==> config.mk <==
export PLATFORM = sky130hd
export DESIGN_NAME = ss_hiccup_seq
export DESIGN_NICKNAME = d
export VERILOG_FILES = /design/src/rtl/ss_seq_pkg.sv /design/src/rtl/ss_oc_detect.sv /design/src/rtl/ss_tick_counter.sv /design/src/rtl/ss_hiccup_seq.sv
export SDC_FILE = /design/constraint.sdc
export NUM_CORES = 1
export LEC_CHECK = 0
export BUFFER_PORTS_ARGS = -buffer_cell sky130_fd_sc_hd__buf_2
export CAP_MARGIN = 20
export CORE_ASPECT_RATIO = 1.1
export CORE_MARGIN = 8
export CORE_UTILIZATION = 40
export CTS_BUF_LIST = sky130_fd_sc_hd__clkbuf_2 sky130_fd_sc_hd__clkbuf_4 sky130_fd_sc_hd__clkbuf_8
export DETAILED_ROUTE_END_ITERATION = 16
export PLACE_DENSITY = 0.59
export REMOVE_ABC_BUFFERS = 1
export SYNTH_ARGS = -nofsm -noshare
export SYNTH_HDL_FRONTEND = slang
export SYNTH_SLANG_ARGS = --single-unit
==> constraint.sdc <==
create_clock -name clk_i -period 4.8 [get_ports clk_i]
set_clock_uncertainty 0.05 [all_clocks]
set_input_delay 0.72 -clock clk_i [delete_from_list [all_inputs] [get_ports clk_i]]
set_output_delay 0.72 -clock clk_i [all_outputs]
set_load 0.01 [all_outputs]
==> src/rtl/ss_seq_pkg.sv <==
package ss_seq_pkg;
  typedef enum logic [2:0] {
    ST_OFF     = 3'd0,
    ST_SOFT    = 3'd1,
    ST_RUN     = 3'd2,
    ST_SS_WAIT = 3'd3,
    ST_DELAY   = 3'd4
  } ss_state_e;
endpackage

==> src/rtl/ss_oc_detect.sv <==
module ss_oc_detect #(
  parameter int N_CH    = 4,
  parameter int CODE_W  = 8,
  parameter int CNT_W   = 3,
  parameter int TRIP_X2 = 165
) (
  input  logic [N_CH*CODE_W-1:0] codes_i,
  input  logic [CNT_W-1:0]       n_act_i,
  output logic                   trip_o
);
  localparam int SUM_W = CODE_W + $clog2(N_CH) + 1;

  logic [CODE_W-1:0] term [N_CH];
  logic [SUM_W-1:0]  sum;
  logic [31:0]       lhs, rhs;

  for (genvar g = 0; g < N_CH; g++) begin : g_mask
    assign term[g] = (CNT_W'(g) < n_act_i) ? codes_i[g*CODE_W +: CODE_W] : '0;
  end

  always_comb begin
    sum = '0;
    for (int g = 0; g < N_CH; g++) sum = sum + SUM_W'(term[g]);
  end

  // compare 2*sum against trip*n, no divider
  assign lhs    = 32'(sum) << 1;
  assign rhs    = 32'(TRIP_X2) * 32'(n_act_i);
  assign trip_o = lhs > rhs;
endmodule

==> src/rtl/ss_tick_counter.sv <==
module ss_tick_counter #(
  parameter int SS_CYCLES = 2048,
  parameter int REF_W     = 11
) (
  input  logic             clk_i,
  input  logic             rst_ni,
  input  logic             clr_i,
  input  logic             step_i,
  output logic [REF_W-1:0] cnt_o,
  output logic             last_o
);
  localparam logic [REF_W-1:0] CNT_MAX = REF_W'(SS_CYCLES - 1);

  assign last_o = step_i && (cnt_o == CNT_MAX);

  always_ff @(posedge clk_i or negedge rst_ni) begin
    if (!rst_ni)      cnt_o <= '0;
    else if (clr_i)   cnt_o <= '0;
    else if (last_o)  cnt_o <= '0;
    else if (step_i)  cnt_o <= cnt_o + 1'b1;
  end
endmodule

==> src/rtl/ss_hiccup_seq.sv <==
module ss_hiccup_seq #(
  parameter int N_CH      = 4,
  parameter int CODE_W    = 8,
  parameter int SS_CYCLES = 2048,
  parameter int TRIP_X2   = 165,
  localparam int CNT_W    = $clog2(N_CH + 1),
  localparam int REF_W    = $clog2(SS_CYCLES)
) (
  input  logic                   clk_i,
  input  logic                   rst_ni,
  input  logic                   por_ok_i,
  input  logic                   en_i,
  input  logic                   tick_i,
  input  logic [N_CH*CODE_W-1:0] isen_i,
  input  logic [CNT_W-1:0]       n_act_i,
  input  logic                   pgood_i,
  input  logic                   ov_latched_i,
  output logic                   pwm_en_o,
  output logic [REF_W-1:0]       ss_ref_o,
  output logic                   run_o
);
  import ss_seq_pkg::*;

  localparam logic [REF_W-1:0] REF_FULL = REF_W'(SS_CYCLES - 1);

  ss_state_e        state_q, state_d;
  logic             ov_q, ov_hold, allow;
  logic             oc_hit, cnt_clr, cnt_step, ss_last;
  logic [REF_W-1:0] cnt;

  ss_oc_detect #(
    .N_CH(N_CH), .CODE_W(CODE_W), .CNT_W(CNT_W), .TRIP_X2(TRIP_X2)
  ) u_oc (
    .codes_i(isen_i),
    .n_act_i(n_act_i),
    .trip_o (oc_hit)
  );

  assign cnt_clr  = (state_q == ST_OFF) || (state_q == ST_RUN);
  assign cnt_step = tick_i && ((state_q == ST_SOFT) || (state_q == ST_SS_WAIT) ||
                               (state_q == ST_DELAY));

  ss_tick_counter #(.SS_CYCLES(SS_CYCLES), .REF_W(REF_W)) u_cnt (
    .clk_i (clk_i),
    .rst_ni(rst_ni),
    .clr_i (cnt_clr),
    .step_i(cnt_step),
    .cnt_o (cnt),
    .last_o(ss_last)
  );

  // overvoltage hold: only supply loss clears it
  always_ff @(posedge clk_i or negedge rst_ni) begin
    if (!rst_ni)           ov_q <= 1'b0;
    else if (!por_ok_i)    ov_q <= 1'b0;
    else if (ov_latched_i) ov_q <= 1'b1;
  end

  assign ov_hold = ov_q || ov_latched_i;
  assign allow   = por_ok_i && en_i;

  always_comb begin
    state_d = state_q;
    unique case (state_q)
      ST_OFF:     if (!ov_hold) state_d = ST_SOFT;
      ST_SOFT: begin
        if (oc_hit)                  state_d = ss_last ? ST_DELAY : ST_SS_WAIT;
        else if (pgood_i || ss_last) state_d = ST_RUN;
      end
      ST_RUN:     if (oc_hit)  state_d = ST_DELAY;
      ST_SS_WAIT: if (ss_last) state_d = ST_DELAY;
      ST_DELAY:   if (ss_last) state_d = ov_hold ? ST_OFF : ST_SOFT;
      default:    state_d = ST_OFF;
    endcase
    if (!allow) state_d = ST_OFF;
  end

  always_ff @(posedge clk_i or negedge rst_ni) begin
    if (!rst_ni) state_q <= ST_OFF;
    else         state_q <= state_d;
  end

  assign pwm_en_o = (state_q == ST_SOFT) || (state_q == ST_RUN);
  assign run_o    = (state_q == ST_RUN);
  assign ss_ref_o = (state_q == ST_SOFT) ? cnt :
                    (state_q == ST_RUN)  ? REF_FULL : '0;
endmodule

# After elaboration in Yosys (flattened, before gate mapping)

Cells that the tools add are included.

Register bits after elaboration: 15
Bits of input ports: 42
Logic and storage cells: 57

Add/subtract/negate cells: 4
$mul: 1
Magnitude comparators: 5
Equal/unequal tests: 11
Mux-type cells: 21
Reductions and logical operators: 12

Operators by type and width:

| operator                                                  | count |
|---|---|
| 2-to-1 mux 11 bit                                         | 5 |
| 2-to-1 mux 8 bit                                          | 4 |
| 2-to-1 mux 3 bit                                          | 8 |
| adder 11 x 8 -> 11 bit                                    | 2 |
| case mux 3 bit (5 select lines)                           | 1 |
| > comparator 12 x 11 -> 1 bit                             | 1 |
| adder 11 x 1 -> 11 bit, second input constant             | 1 |
| == test 11 bit, second input constant                     | 1 |
| multiplier 8 x 3 -> 11 bit, first input constant          | 1 |
| adder 8 x 8 -> 9 bit                                      | 1 |
| != test 3 bit, second input constant                      | 3 |
| == test 3 x 2 -> 1 bit, second input constant             | 2 |
| logical OR 1 bit                                          | 6 |
| less-than comparator 1 x 3 -> 1 bit, first input constant | 2 |
| less-than comparator 2 x 3 -> 1 bit, first input constant | 2 |
| AND reduction 5 bit                                       | 1 |
| != test 4 bit, second input constant                      | 1 |
| == test 3 x 1 -> 1 bit, second input constant             | 1 |
| == test 3 bit, second input constant                      | 1 |
| logical AND 1 bit                                         | 3 |
| logical NOT 3 bit                                         | 1 |
| 2-to-1 mux 1 bit                                          | 3 |
| != test 3 x 2 -> 1 bit, second input constant             | 1 |
| nonzero test 3 bit                                        | 1 |
| != test 2 x 1 -> 1 bit, second input constant             | 1 |

# Depth between registers and ports, before layout

Depth after elaboration: 10
Depth in mapped cells: 26
Mapped depth without buffers: 25

# Hierarchy

A second synthesis with hierarchy kept.

Cell total of the unflattened synthesis: 287
Area, all modules: 2349.8 sq um

Modules (own cells, without submodules):

| module          | instances | cells an instance | area an instance (sq um) | sequential area each (sq um) |
|---|---|---|---|---|
| ss_oc_detect    | 1         | 162               | 1288.7                   | 0.0 |
| ss_tick_counter | 1         | 62                | 628.1                    | 275.3 |
| ss_hiccup_seq   | 1         | 63                | 432.9                    | 100.1 |

# Least setup slack after synthesis

OpenSTA, ideal clock, no wires.

Kind: in2reg
Start point: input n_act_i[1]
End point: register state_q[0]
Setup time: 122 ps
Arrival time: 5526 ps
Data required time: 4628 ps
Setup slack: -897 ps
Stages: 22
Cells stage by stage: clkbuf_1 > nor3_1 > nand2b_1 > inv_1 > ha_1 > a21o_1 > a21oi_1 > nand2b_1 > a21boi_0 > o41ai_1 > xor2_1 > fa_1 > inv_1 > ha_1 > o41ai_1 > xnor2_1 > ha_1 > a21o_1 > a2111oi_1 > or3_1 > o2bb2a_1 > o2bb2ai_1

Word-level cells in the longest chain between the ends: 9
Elaborated cells on any way between the ends: 19
Those cells by class: add/sub: 3; mul: 1; order compare: 5; eq/ne: 2; mux: 7; reduce/logical: 1

Ends and longest elaborated chain:

| item                                 | RTL line            | source |
|---|---|---|
| start, declared                      | ss_hiccup_seq.sv:15 | `input logic [CNT_W-1:0] n_act_i,` |
| less-than comparator 1 x 3 -> 1 bit  | ss_oc_detect.sv:18  | `assign term[g] = (CNT_W'(g) < n_act_i) ? codes_i[g*CODE_W +: CODE_W] : '0;` |
| 2-to-1 mux 8 bit                     | ss_oc_detect.sv:18  |  |
| adder 8 x 8 -> 9 bit                 | ss_oc_detect.sv:23  | `for (int g = 0; g < N_CH; g++) sum = sum + SUM_W'(term[g]);` |
| adder 11 x 8 -> 11 bit (2 in series) | ss_oc_detect.sv:23  |  |
| > comparator 12 x 11 -> 1 bit (*)    | ss_oc_detect.sv:29  | `assign trip_o = lhs > rhs;` |
| 2-to-1 mux 3 bit                     | ss_hiccup_seq.sv:67 | `if (oc_hit) state_d = ss_last ? ST_DELAY : ST_SS_WAIT;` |
| case mux 3 bit (5 select lines)      | ss_hiccup_seq.sv:64 | `unique case (state_q)` |
| 2-to-1 mux 3 bit                     | ss_hiccup_seq.sv:75 | `if (!allow) state_d = ST_OFF;` |
| end signal, assigned                 | ss_hiccup_seq.sv:80 | `else state_q <= state_d;` |
| end, declared                        | ss_hiccup_seq.sv:26 | `ss_state_e state_q, state_d;` |

Every way passes the cells marked *; elsewhere a longest branch is shown, timed or not.
A chain may end at the register's enable or synchronous reset.

# Worst setup path in the final report

Start point: input n_act_i[1]
End point: register state_q[2]

Same word-level chain as after synthesis.

==> out/metrics.csv <==
metric,value,unit
outcome,"complete, but fails checks",
failing_checks,setup timing,
synthCells,292,
synth_top_cells_by_count,"sky130_fd_sc_hd__inv_1, sky130_fd_sc_hd__ha_1, sky130_fd_sc_hd__nand2_1",
post_synth_num_cell_types,49,
grt_pass1_vias,2331,
post_drt_wl_per_cell,13.39,um
grt_pass1_wl,10320,um
final_min_period_over_clock_period,1.067,
i_o_pin_cnt,55,
seqPwrFrac,0.123,
ys.flop_type,sky130_fd_sc_hd__dfrtp_1,
htree_num_levels,1,
finalPower,1.067,mW
finalWorstPathRequiredPeriod,5.120,ns
crit_path_max_fanout,4,
timing.final.max_slew_violations,0,
core-area,5697,um^2
layout-drive-gt1-share,0.4086,
clk-insertion-delay-late,0.25,ns
power.internal,0.6333,mW
yosysMostFrequentCell,sky130_fd_sc_hd__inv_1,
groute.usage.overall,0.1480,
worst-setup-path-type,primary input to register,
dr_wl_met2,3105,um
final.fill_count,527,
final_core_util,0.6031,
synth_edf_count,0,
cts_tree,built,
worstSetupEndpointType,register,
port_buffers,54,
final-hold-violation-count,0,
cts.sinks,15,
max_freq,0.1953,GHz
comb_power_share,0.775,
clockRootBuffer,sky130_fd_sc_hd__clkbuf_8,
tightestPinTransition,0.7151,ns
finish.net_count,479,
numCtsBuffers,3,
ys_seq_area_frac,0.1609,
finalWeightedCongestion,0.8001,
grt_antenna_before_repair,0,
synth_area_leader_cell,sky130_fd_sc_hd__ha_1,
cts.hold.buffers_added,0,
die_width,88.81,um
share_clk_of_total_power,0.102,
postSynthRegisterBits,15,
net_switching_power,0.4335,mW
multi_input_area,2100,um^2
antenna_cells,0,
post_synth.cell_area_avg,7.987,um^2
yosys-top-cells-area,"sky130_fd_sc_hd__ha_1, sky130_fd_sc_hd__dfrtp_1, sky130_fd_sc_hd__fa_1",
netlist_area,2332,um^2
power.static_leakage,1.737,nW
worst_ep_arrival_time,5.23,ns
vias,2326,
syn2layout_area_growth,47.32,%
yosys.area.top_type_share,0.1717,
global_route.overflow_total,0,
tightest_slew_margin_relative_to_the_limit,0.5215,
cap_viol_max_count,0,
final_critical_path_setup_slack,-0.3203,ns
wl,6306,um
yosys_warnings,0,
whs,0.3210,ns
routed.top_layer,met4,
vias_per_cell,4.938,
vdd_drop_max,0.1526,mV
synthArstFlopShare,1.000,
setup_crit_start_kind,primary input,
die_h,96.09,um
route.layer.met1.wl,2981,um
powerDensity,310.5,nW/um^2
initial_utilization,0.4094,
cts.reportedPaths.clkPinSlew,0.06,ns
drtAntennaViolNets,0,
hold_class,primary input to asynchronous set/reset pin,
clockBufferDepth,2,
drt-pass1-iter-count,4,
setup_violations,3,
placementRows,29,
detailed_place_hpwl,4813,um
grt_max_degree,16,
detail_route.drc_violations,0,
die_area,8533,um^2
drt_iter0_drc,89,
met3RoutedLength,191,um
layout.area.seq,375.4,um^2
timing.critical_path.required,4.91,ns
swShare,0.4064,
rsz_0062_raised_after_global_routing,true,
power by group through the flow:
stage                     sequential, mW  clock [mW]  combinational, mW
after detailed placement           0.133           0              0.591
final                              0.131       0.108              0.827
after global routing               0.132       0.119              0.918
after CTS                          0.131       0.113              0.657
after global placement             0.133           0              0.582
after floorplan                    0.133           0              0.379
cells by family (layout without fill, tap and decap cells):
group | count (synthesis) | count (layout) | share of synthesized area
xor gates and xnor gates | 22 | 22 | 0.08262
buffers and inverters | 39 | 141 | 0.06652
and+or+nand+nor | 111 | 111 | 0.2473
AOI/OAI and AO/OA | 62 | 62 | 0.1808
DFF | 15 | 15 | 0.1609
adders and majority gates | 42 | 42 | 0.2575
muxes | 1 | 1 | 0.004292
final timing paths:
path | from | to | slack, ns | depth (start not counted)
worst max register to register | u_cnt.cnt_o[0] | u_cnt.cnt_o[5] | 2.64 | 7
worst min register to register | ov_q | ov_q | 0.45 | 2
min in group clk_i | ov_q | ov_q | 0.45 | 2
max in group asynchronous | rst_ni | state_q[1] | 4.12 | 1
worst max-delay path | n_act_i[1] | state_q[2] | -0.32 | 23
worst min-delay path | rst_ni | u_cnt.cnt_o[3] | 0.32 | 1
sequential cells by signal, summed over array words and instances (netlist names):
name and flops:
u_cnt.cnt_o 11, ov_q 1, state_q 3
worst max-delay path: stages:
cell and delay (ns):
sky130_fd_sc_hd__buf_8 0.10, sky130_fd_sc_hd__nor3_4 0.22, sky130_fd_sc_hd__nand2b_4 0.18, sky130_fd_sc_hd__inv_2 0.04
sky130_fd_sc_hd__ha_4 0.22, sky130_fd_sc_hd__a21o_1 0.18, sky130_fd_sc_hd__a21oi_4 0.17, sky130_fd_sc_hd__nand2b_4 0.14
sky130_fd_sc_hd__a21boi_2 0.06, sky130_fd_sc_hd__o41ai_2 0.22, sky130_fd_sc_hd__xor2_1 0.14, sky130_fd_sc_hd__fa_1 0.53
sky130_fd_sc_hd__inv_2 0.05, sky130_fd_sc_hd__ha_4 0.16, sky130_fd_sc_hd__buf_4 0.14, sky130_fd_sc_hd__o41ai_4 0.31
sky130_fd_sc_hd__xnor2_1 0.12, sky130_fd_sc_hd__ha_1 0.33, sky130_fd_sc_hd__a21o_1 0.21, sky130_fd_sc_hd__a211oi_2 0.11
sky130_fd_sc_hd__or3_4 0.40, sky130_fd_sc_hd__a211o_1 0.31, sky130_fd_sc_hd__o21ai_1 0.16
cells in the final DEF (no fill, tap or decap), types with 2 or more instances in the layout:
master,count
sky130_fd_sc_hd__and3_1,4
sky130_fd_sc_hd__xor2_1,6
sky130_fd_sc_hd__nor2_1,19
sky130_fd_sc_hd__a21oi_2,4
sky130_fd_sc_hd__nor3_1,2
sky130_fd_sc_hd__buf_4,43
sky130_fd_sc_hd__nand4_1,4
sky130_fd_sc_hd__a21oi_1,8
sky130_fd_sc_hd__o21ai_2,2
sky130_fd_sc_hd__nor2_4,3
sky130_fd_sc_hd__ha_1,25
sky130_fd_sc_hd__a21o_1,7
sky130_fd_sc_hd__o21ai_0,5
sky130_fd_sc_hd__nor2b_4,2
sky130_fd_sc_hd__o21a_2,2
sky130_fd_sc_hd__dfrtp_1,15
sky130_fd_sc_hd__nand2b_1,2
sky130_fd_sc_hd__inv_1,29
sky130_fd_sc_hd__inv_2,4
sky130_fd_sc_hd__nand2b_4,2
sky130_fd_sc_hd__xor2_2,2
sky130_fd_sc_hd__clkbuf_8,3
sky130_fd_sc_hd__xnor2_2,2
sky130_fd_sc_hd__o21ai_1,4
sky130_fd_sc_hd__nand2_1,30
sky130_fd_sc_hd__buf_8,2
sky130_fd_sc_hd__nor3_2,2
sky130_fd_sc_hd__buf_2,52
sky130_fd_sc_hd__ha_4,6
sky130_fd_sc_hd__and4_1,2
sky130_fd_sc_hd__fa_2,2
sky130_fd_sc_hd__nand3_1,7
sky130_fd_sc_hd__xnor2_1,12
sky130_fd_sc_hd__buf_6,7
sky130_fd_sc_hd__nor2b_1,18
sky130_fd_sc_hd__fa_1,8
sky130_fd_sc_hd__o21a_1,12
repair_timing:
action / 4_1_cts / 5_1_grt
gates resized for setup: 41 / 35
setup buffers: 6 / 5
endpoints found under the setup margin: 3 / 3
pin swaps: 29 / 41
layout make-up:
| cell class | instances | area share |
|---|---|---|
| clock buffer | 4 | 0.01420 |
| inverter | 33 | 0.03605 |
| multi-input combinational | 238 | 0.6111 |
| sequential | 15 | 0.1092 |
| tap | 77 | 0.02804 |
| timing repair buffer | 104 | 0.2014 |
metal layers:
| metal | vias to the layer above | global-route usage |
|---|---|---|
| met4 | 0 | 0.01693 |
| met5 | - | 0 |
| met2 | 36 | 0.2393 |
| met3 | 2 | 0.02562 |
| met1 | 1090 | 0.2049 |
| li1 | 1198 | - |
stage by stage:
stage	std cells	instance area, um^2	setup slack [ns]	TNS, ns
2_1_floorplan	286	2301	-0.7226	-2.150
3_3_place_gp	456	2960	-0.7385	-2.138
3_5_place_dp	456	2960	-0.8168	-2.369
4_1_cts	466	3219	-0.2880	-0.7305
5_1_grt	471	3436	-0.5530	-1.566
6_report	471	3436	-0.3203	-0.8755
(Power assumes the default switching activity.)
